--- src/rtl/hbw_pkg.sv ---
package hbw_pkg;

    localparam int DW       = 32;
    localparam int AW       = 32;
    localparam int IDX_W    = 3;
    localparam int GRAN_SH  = 21;
    localparam int WIN_N    = 2;
    localparam int WIN_IO   = 0;
    localparam int WIN_REG  = 1;
    localparam int LO_W     = 15;
    localparam int HI_W     = 7;
    localparam int REMAP_W  = 11;
    localparam int LE_BIT   = 12;

    localparam logic [AW:0] REG_WIN_LEN = 33'h0_0000_1000;

    localparam logic [AW-1:0] HOLE_A_LO = 32'h1E00_0000;
    localparam logic [AW-1:0] HOLE_A_HI = 32'h1F10_0000;
    localparam logic [AW-1:0] HOLE_B_LO = 32'h1FC0_0000;
    localparam logic [AW-1:0] HOLE_B_HI = 32'h1FD0_0000;

    localparam logic [DW-1:0]      CFG_RST   = 32'h0000_1000;
    localparam logic [DW-1:0]      MULTI_VAL = 32'h0000_0003;
    localparam logic [LO_W-1:0]    IOLO_RST  = 15'h080;
    localparam logic [HI_W-1:0]    IOHI_RST  = 7'h0F;
    localparam logic [LO_W-1:0]    RDEC_RST  = 15'h0A0;
    localparam logic [REMAP_W-1:0] REMAP_RST = 11'h080;

    typedef enum logic [IDX_W-1:0] {
        RI_CFG   = 3'd0,
        RI_MULTI = 3'd1,
        RI_IOLO  = 3'd2,
        RI_IOHI  = 3'd3,
        RI_RDEC  = 3'd4,
        RI_REMAP = 3'd5
    } ridx_e;

    typedef struct packed {
        logic [DW-1:0]      cfg;
        logic [LO_W-1:0]    io_lo;
        logic [HI_W-1:0]    io_hi;
        logic [LO_W-1:0]    rdec;
        logic [REMAP_W-1:0] remap;
    } regs_t;

    typedef struct packed {
        logic [AW-1:0] base;
        logic [AW-1:0] len;
    } win_t;

    function automatic logic [DW-1:0] swap32(input logic [DW-1:0] v);
        return {v[7:0], v[15:8], v[23:16], v[31:24]};
    endfunction

    function automatic logic [AW-1:0] unit_base(input logic [LO_W-1:0] v);
        logic [AW-1:0] w;
        w = AW'(v);
        return w << GRAN_SH;
    endfunction

    function automatic logic [AW:0] io_raw_len(input logic [LO_W-1:0] lo,
                                               input logic [HI_W-1:0] hi);
        logic [AW:0] n;
        n = (AW+1)'(hi) + 33'd1 - (AW+1)'(lo[HI_W-1:0]);
        return n << GRAN_SH;
    endfunction

    function automatic win_t clip_win(input logic [AW-1:0] start,
                                      input logic [AW:0]   len);
        logic [AW:0] b, e;
        win_t w;
        b = {1'b0, start};
        e = b + len;
        if (e >= {1'b0, HOLE_A_LO} && e < {1'b0, HOLE_A_HI}) e = {1'b0, HOLE_A_LO};
        if (b >= {1'b0, HOLE_A_LO} && b < {1'b0, HOLE_A_HI}) b = {1'b0, HOLE_A_HI};
        if (e >= {1'b0, HOLE_B_LO} && e < {1'b0, HOLE_B_HI}) e = {1'b0, HOLE_B_LO};
        if (b >= {1'b0, HOLE_B_LO} && b < {1'b0, HOLE_B_HI}) b = {1'b0, HOLE_B_HI};
        if (e >= {1'b0, HOLE_A_HI} && b < {1'b0, HOLE_A_LO}) e = {1'b0, HOLE_A_LO};
        if (e >= {1'b0, HOLE_B_HI} && b < {1'b0, HOLE_B_LO}) e = {1'b0, HOLE_B_LO};
        w.base = b[AW-1:0];
        w.len  = (e > b) ? AW'(e - b) : '0;
        return w;
    endfunction

endpackage

--- src/rtl/hbw_regs.sv ---
module hbw_regs
    import hbw_pkg::*;
(
    input  logic             clk,
    input  logic             rst,
    input  logic             req_valid,
    input  logic             req_write,
    input  logic [IDX_W-1:0] req_idx,
    input  logic [DW-1:0]    req_wdata,
    output regs_t            cur,
    output regs_t            nxt,
    output logic             io_upd,
    output logic             rdec_upd,
    output logic             rsp_valid,
    output logic [DW-1:0]    rsp_rdata
);

    logic          little;
    logic [DW-1:0] wd;
    logic [DW-1:0] rd_val;
    logic          wr_go;
    ridx_e         idx;

    assign little = cur.cfg[LE_BIT];
    assign wd     = little ? req_wdata : swap32(req_wdata);
    assign wr_go  = req_valid && req_write;
    assign idx    = ridx_e'(req_idx);

    always_comb begin
        nxt      = cur;
        io_upd   = 1'b0;
        rdec_upd = 1'b0;
        if (wr_go) begin
            case (idx)
                RI_CFG:   nxt.cfg = wd;
                RI_IOLO: begin
                    nxt.io_lo = wd[LO_W-1:0];
                    nxt.remap = wd[REMAP_W-1:0];
                    io_upd    = 1'b1;
                end
                RI_IOHI: begin
                    nxt.io_hi = wd[HI_W-1:0];
                    io_upd    = 1'b1;
                end
                RI_RDEC: begin
                    nxt.rdec = wd[LO_W-1:0];
                    rdec_upd = 1'b1;
                end
                RI_REMAP: nxt.remap = wd[REMAP_W-1:0];
                default: ;
            endcase
        end
    end

    always_comb begin
        case (idx)
            RI_CFG:   rd_val = cur.cfg;
            RI_MULTI: rd_val = MULTI_VAL;
            RI_IOLO:  rd_val = DW'(cur.io_lo);
            RI_IOHI:  rd_val = DW'(cur.io_hi);
            RI_RDEC:  rd_val = DW'(cur.rdec);
            RI_REMAP: rd_val = DW'(cur.remap);
            default:  rd_val = '0;
        endcase
    end

    always_ff @(posedge clk) begin
        if (rst) begin
            cur.cfg   <= CFG_RST;
            cur.io_lo <= IOLO_RST;
            cur.io_hi <= IOHI_RST;
            cur.rdec  <= RDEC_RST;
            cur.remap <= REMAP_RST;
            rsp_valid <= 1'b0;
            rsp_rdata <= '0;
        end else begin
            cur       <= nxt;
            rsp_valid <= req_valid && !req_write;
            if (req_valid && !req_write)
                rsp_rdata <= little ? rd_val : swap32(rd_val);
        end
    end

endmodule

--- src/rtl/hbw_clip.sv ---
module hbw_clip
    import hbw_pkg::*;
(
    input  logic [AW-1:0] raw_start,
    input  logic [AW:0]   raw_len,
    output win_t          win
);
    assign win = clip_win(raw_start, raw_len);
endmodule

--- src/rtl/hbw_hit.sv ---
module hbw_hit
    import hbw_pkg::*;
#(
    parameter int N = WIN_N
) (
    input  logic [AW-1:0]    addr,
    input  win_t [N-1:0]     wins,
    output logic [N-1:0]     hit
);
    for (genvar i = 0; i < N; i++) begin : g_cmp
        logic [AW:0] lim;
        assign lim    = {1'b0, wins[i].base} + {1'b0, wins[i].len};
        assign hit[i] = (wins[i].len != '0) && (addr >= wins[i].base)
                        && ({1'b0, addr} < lim);
    end
endmodule

--- src/rtl/hbw_top.sv ---
module hbw_top
    import hbw_pkg::*;
(
    input  logic             clk,
    input  logic             rst,
    input  logic             req_valid,
    input  logic             req_write,
    input  logic [IDX_W-1:0] req_idx,
    input  logic [DW-1:0]    req_wdata,
    output logic             rsp_valid,
    output logic [DW-1:0]    rsp_rdata,
    input  logic [AW-1:0]    cpu_addr,
    output logic             io_hit,
    output logic             reg_hit,
    output logic [AW-1:0]    io_base,
    output logic [AW-1:0]    io_len,
    output logic [AW-1:0]    reg_base,
    output logic [AW-1:0]    reg_len
);

    regs_t cur, nxt;
    logic  io_upd, rdec_upd;
    logic  io_ok;

    logic [AW-1:0]    raw_start [WIN_N];
    logic [AW:0]      raw_len   [WIN_N];
    win_t             clipped   [WIN_N];
    win_t             rst_win   [WIN_N];
    logic [WIN_N-1:0] take;
    win_t [WIN_N-1:0] win_q;
    logic [WIN_N-1:0] hits;

    hbw_regs u_regs (
        .clk       (clk),
        .rst       (rst),
        .req_valid (req_valid),
        .req_write (req_write),
        .req_idx   (req_idx),
        .req_wdata (req_wdata),
        .cur       (cur),
        .nxt       (nxt),
        .io_upd    (io_upd),
        .rdec_upd  (rdec_upd),
        .rsp_valid (rsp_valid),
        .rsp_rdata (rsp_rdata)
    );

    assign io_ok = nxt.io_lo[HI_W-1:0] <= nxt.io_hi;

    assign raw_start[WIN_IO]  = unit_base(nxt.io_lo);
    assign raw_len[WIN_IO]    = io_raw_len(nxt.io_lo, nxt.io_hi);
    assign take[WIN_IO]       = io_upd && io_ok;
    assign rst_win[WIN_IO]    = clip_win(unit_base(IOLO_RST), io_raw_len(IOLO_RST, IOHI_RST));

    assign raw_start[WIN_REG] = unit_base(nxt.rdec);
    assign raw_len[WIN_REG]   = REG_WIN_LEN;
    assign take[WIN_REG]      = rdec_upd;
    assign rst_win[WIN_REG]   = clip_win(unit_base(RDEC_RST), REG_WIN_LEN);

    for (genvar i = 0; i < WIN_N; i++) begin : g_win
        hbw_clip u_clip (
            .raw_start (raw_start[i]),
            .raw_len   (raw_len[i]),
            .win       (clipped[i])
        );
        always_ff @(posedge clk) begin
            if (rst)          win_q[i] <= rst_win[i];
            else if (take[i]) win_q[i] <= clipped[i];
        end
    end

    hbw_hit #(.N(WIN_N)) u_hit (
        .addr (cpu_addr),
        .wins (win_q),
        .hit  (hits)
    );

    assign io_hit   = hits[WIN_IO];
    assign reg_hit  = hits[WIN_REG];
    assign io_base  = win_q[WIN_IO].base;
    assign io_len   = win_q[WIN_IO].len;
    assign reg_base = win_q[WIN_REG].base;
    assign reg_len  = win_q[WIN_REG].len;

endmodule

--- config.mk ---
export PLATFORM = sky130hd
export DESIGN_NAME = hbw_top
export DESIGN_NICKNAME = d
export VERILOG_FILES = /design/src/rtl/hbw_pkg.sv /design/src/rtl/hbw_regs.sv /design/src/rtl/hbw_clip.sv /design/src/rtl/hbw_hit.sv /design/src/rtl/hbw_top.sv
export SDC_FILE = /design/constraint.sdc
export NUM_CORES = 1
export LEC_CHECK = 0
export BUFFER_PORTS_ARGS = -buffer_cell sky130_fd_sc_hd__buf_2
export CORE_ASPECT_RATIO = 0.5
export CORE_MARGIN = 8
export CORE_UTILIZATION = 51
export DETAILED_ROUTE_END_ITERATION = 8
export PLACE_DENSITY = 0.75
export SLEW_MARGIN = 20
export SYNTH_ARGS = -nofsm -noshare
export SYNTH_HDL_FRONTEND = slang
export SYNTH_SLANG_ARGS = --single-unit
--- constraint.sdc ---
create_clock -name clk -period 10 [get_ports clk]
set_input_delay 2.5 -clock clk [delete_from_list [all_inputs] [get_ports clk]]
set_output_delay 2.5 -clock clk [all_outputs]
set_load 0.02 [all_outputs]
==> implementation parameters <==
Parameter                              Value

Logic synthesis
  Ys async rst share ... 0%
  XOR/XNOR share of the synthesized area ... under 10%
  Fraction of synthesized area in multiplexers ... 3.956%
  Post-Synth Adder-Cell Area ... a little over an eighth
  Total of flip-flops plus latches after synthesis ... between 150 and 200
  Fraction of the yosys area taken by sequential cells ... around a quarter
  Proportion of netlist area held by the largest area contributor ... a little over a quarter
  Fraction of the mapped netlist area in simple logic gates ... between 10% and 20%
  Synth cell count leaders ... nor2_1 (197), dfxtp_1 (162), a21oi_1 (134)
  Number of flops mapped to enable cells by yosys ... 0
  Cells taking the most area after synthesis ... dfxtp_1 (27%), ha_1 (13%), nor2_1 (6.1%), a21oi_1 (5.5%), buf_4 (4.9%)
  Predominant post-synthesis flop cell ... dfxtp_1
  Netlist Area Pre-Place ... 0.01215 sq mm
  Dominant cell by count in the synthesized netlist ... nor2_1
  Yosys warnings ... 0
  Distinct cell type count of the synthesized netlist ... slightly below 80
  Avg Synthesized Cell Area ... just under 8 sq um
  Dominant combinational cell family by area after synthesis ... compound AO/OA/AOI/OAI gates
  Cells after synthesis ... between 1500 and 2000
  Biggest area consumer among synthesized cells ... dfxtp_1
  Compound-Gate Fraction of Synth Area ... approximately 24%

Timing
  Tightest Pin Transition ... 0.9948 ns
  Worst slew margin ... 33.68%
  Setup violations, final ... 0
  Min setup slack post-route ... approximately 0.32 ns
  Aggregate negative setup slack ... 0 ns
  Unrepaired setup endpoints after global routing ... no
  Min Clock Period, post-route ... approximately 9.7 ns
  Count of pins over their slew limit ... 0
  Share of the clock period used by the worst path after layout ... roughly 97%
  Fin. Hold Viols ... 0
  Fmax ... slightly above 100 MHz
  Worst Skew ... roughly 0.0077 ns

Critical path
  R2r startpoint ... u_regs.cur[60]$_SDFFE_PP1P_
  Maximum single-stage delay on the critical path ... 0.49 ns
  Setup crit start kind ... input port
  CP Class ... in -> reg
  Largest fanout of any net on the critical path ... 10
  FF-to-FF path depth ... 34
  Required time worst endpoint ... slightly above 10 ns
  Critical R2R Capture ... io_len[30]$_SDFFE_PP0P_
  Signal arrival time at the worst endpoint ... between 10 and 15 ns
  Kind of end point of the critical path ... flop
  CP max-delay cell ... or3b_2
  Register-to-register setup slack ... 1.98 ns

CTS
  Clock sink count ... roughly 160
  # H-tree levels ... 4
  Maximum number of buffers from clock root to sink ... 2
  Number of CTS-inserted buffers ... 17
  Master cell of the clock root buffer ... clkbuf_16
  Source-to-sink clock delay at the later pin of the worst-skew pair ... 0.44 ns
  Clock edge transition at the registers on the reported setup and hold paths ... roughly 0.07 ns
  Clock tree from TritonCTS ... done
  CTS Hold Buffers Added ... 0
  Setup Buffers After CTS ... 0

Placed design
  Setup Slack @ Placement ... about 0.057 ns
  Total instance count after detailed placement ... 1972
  Buffers on Ports ... about 150
  Detail Placement HPWL ... about 29000 microns
  Weighted congestion reported at the end of routability-driven placement ... just over 1

Floorplanning
  Row count ... 40
  I/O pin cnt ... about 230
  Placeable Area ... around 0.024 sq mm
  Initial cell density of the core ... 51.31%
  Full die area ... approximately 0.029 sq mm
  Floorplan die height ... between 100 and 150 microns
  Die X ... about 230 microns

Hold path
  Number of stages on the worst hold path ... 2
  Endpoint of the worst hold path ... u_regs.rsp_rdata[30]$_SDFFE_PP0P_
  Worst min-delay path startpoint ... u_regs.rsp_rdata[30]$_SDFFE_PP0P_
  Class of the tightest hold or removal check ... reg -> reg

Power and ir drop
  Combinational share of power ... a little under a third
  Leakage power ... 6.273 nW
  Power density over the cells ... 135.8 mW/mm^2
  Net switching share of the total power ... 35.12%
  Part of the total power dissipated in sequential elements ... 36.3%
  IR Drop Worst-Case VDD ... about 86 uV
  Sw Pwr ... 650.3 uW
  Clk pwr share ... roughly 33%
  Internal power consumption ... approximately 1.2 mW

Routing
  Met2 Wirelength ... between 15000 and 20000 microns
  Detail-routed net length per standard cell ... approximately 19 microns
  Vias per Instance ... between 5 and 6
  DR WL met3 ... 3636 microns
  Wirelength, routed ... ~37000 microns
  Total routed wire length on the met1 layer ... about 18000 microns
  Initial drt markers ... between 1000 and 1500
  Vias after detailed routing ... around 12000
  Count of TritonRoute iterations in the first routing pass ... 9
  Number of DRC violations after detailed routing ... 0
  Top Metal Used ... met4
  Post-DRT Antenna Nets ... 0

Final layout
  Synth-to-Final Area Change ... 12.23%
  Proportion of layout cells with a drive suffix above 1 ... 15.39%
  Layout Cells excl Fill ... between 2000 and 2500
  Layout Utilization ... a little under three fifths
  Number of nets in the finished design ... 1876

Flow run
  Max-cap viol count ... 0

GRT
  Pin count of the biggest net entering global routing ... between 80 and 90
  Overflow left after global routing ... 0
  Via count of the first global-routing pass ... between 10000 and 15000
  GRT Resource Usage Total ... approximately a quarter
  First-pass GRT wire length ... between 50000 and 60000 microns
  Antenna violations before repair ... 2

Status
  Status ... complete, no violations
placed cells by master (no fill, tap or decap), types with 7 or more instances in the layout:
cell type,synthesis,final
a311oi_1,11,11
nor3_1,29,27
a211oi_1,71,71
xnor2_1,36,36
o211ai_1,8,8
buf_2,1,153
clkbuf_16,0,17
nand3_1,27,27
a21o_1,24,24
a22o_1,20,20
o21bai_1,12,12
or3_1,8,8
nor2_1,197,196
ha_1,123,123
a21boi_0,7,7
dfxtp_1,162,161
or2_2,8,8
conb_1,1,79
nor2b_1,26,26
nand4_1,9,9
o21ai_0,78,78
nor4_1,10,10
a21oi_1,134,133
nand2b_1,25,25
xor2_1,19,19
buf_4,80,45
o21a_1,16,16
nand2_1,76,76
inv_1,85,85
mux2i_1,42,42
metrics by stage:
step / instance area, sq um / hold slack, ns / power (mW)
6_report: 13630 / 0.4536 / 1.852
3_5_place_dp: 13080 / 0.4460 / 1.224
3_3_place_gp: 13080 / 0.4422 / 1.220
4_1_cts: 13620 / 0.4553 / 1.840
5_1_grt: 13630 / 0.4769 / 1.933
2_1_floorplan: 12440 / 0.4643 / 1.100
logic make-up after synthesis:
logic type,count (synthesis)
XOR/XNOR,55
flip-flops,162
AO/OA/AOI/OAI,449
AND/OR/NAND/NOR,450
other,1
adder cells (fa/ha/maj),129
buffers and inverters,242
multiplexers,47
final cells by class:
class | instances | area (sq um)
tap | 315 | 394.1
fill | 2201 | 10040
timing repair buffer | 198 | 1104
clock buffer | 19 | 442.9
clock inverter | 13 | 103.9
multi-input combinational | 1209 | 8008
inverter | 88 | 330.3
sequential | 162 | 3244
antenna | 2 | 5.005
state kept, by name (all words and copies together) (netlist names):
name              count
io_base              12
io_len               12
reg_base             12
reg_len              13
u_regs.cur           80
u_regs.rsp_rdata     32
u_regs.rsp_valid      1
power groups by stage:
stage | registers [mW] | clock network (mW) | logic [mW]
after floorplan | 0.692 | 0 | 0.408
after global placement | 0.687 | 0 | 0.533
after CTS | 0.673 | 0.626 | 0.542
after global routing | 0.674 | 0.653 | 0.606
final | 0.673 | 0.619 | 0.559
after detailed placement | 0.687 | 0 | 0.537
repair_timing:
action	in CTS	in global routing
endpoints found under the hold margin	0	0
setup endpoints to repair	0	10
gates resized for setup	0	1
routing by layer:
metal / vias to the layer above / global-route usage [%]
li1: 5608 / -
met1: 5450 / 36.13
met2: 526 / 34.65
met3: 49 / 6.840
met4: 0 / 6.372
met5: - / 0
worst max-delay path by stage:
stage	from	end	slack, ns	depth (start not counted)
2_1_floorplan	req_idx[1]	io_len[20]$_SDFFE_PP0P_	0.0003	40
3_3_place_gp	req_idx[2]	io_len[22]$_SDFFE_PP0P_	0.37	35
3_5_place_dp	req_idx[2]	io_len[22]$_SDFFE_PP0P_	0.06	38
4_1_cts	req_idx[2]	io_len[22]$_SDFFE_PP0P_	0.49	35
5_1_grt	req_idx[2]	io_len[22]$_SDFFE_PP0P_	0.004	36
6_report	req_idx[2]	io_len[30]$_SDFFE_PP0P_	0.32	36
worst max-delay path, delay by kind of cell:
| family | cells | cell delay (ns) |
|---|---|---|
| adder cells (fa/ha/maj) | 4 | 1.40 |
| AO/OA/AOI/OAI | 16 | 2.81 |
| AND/OR/NAND/NOR | 11 | 2.56 |
| buffers and inverters | 5 | 0.70 |
No activity file was read; power rests on OpenSTA's default activity.
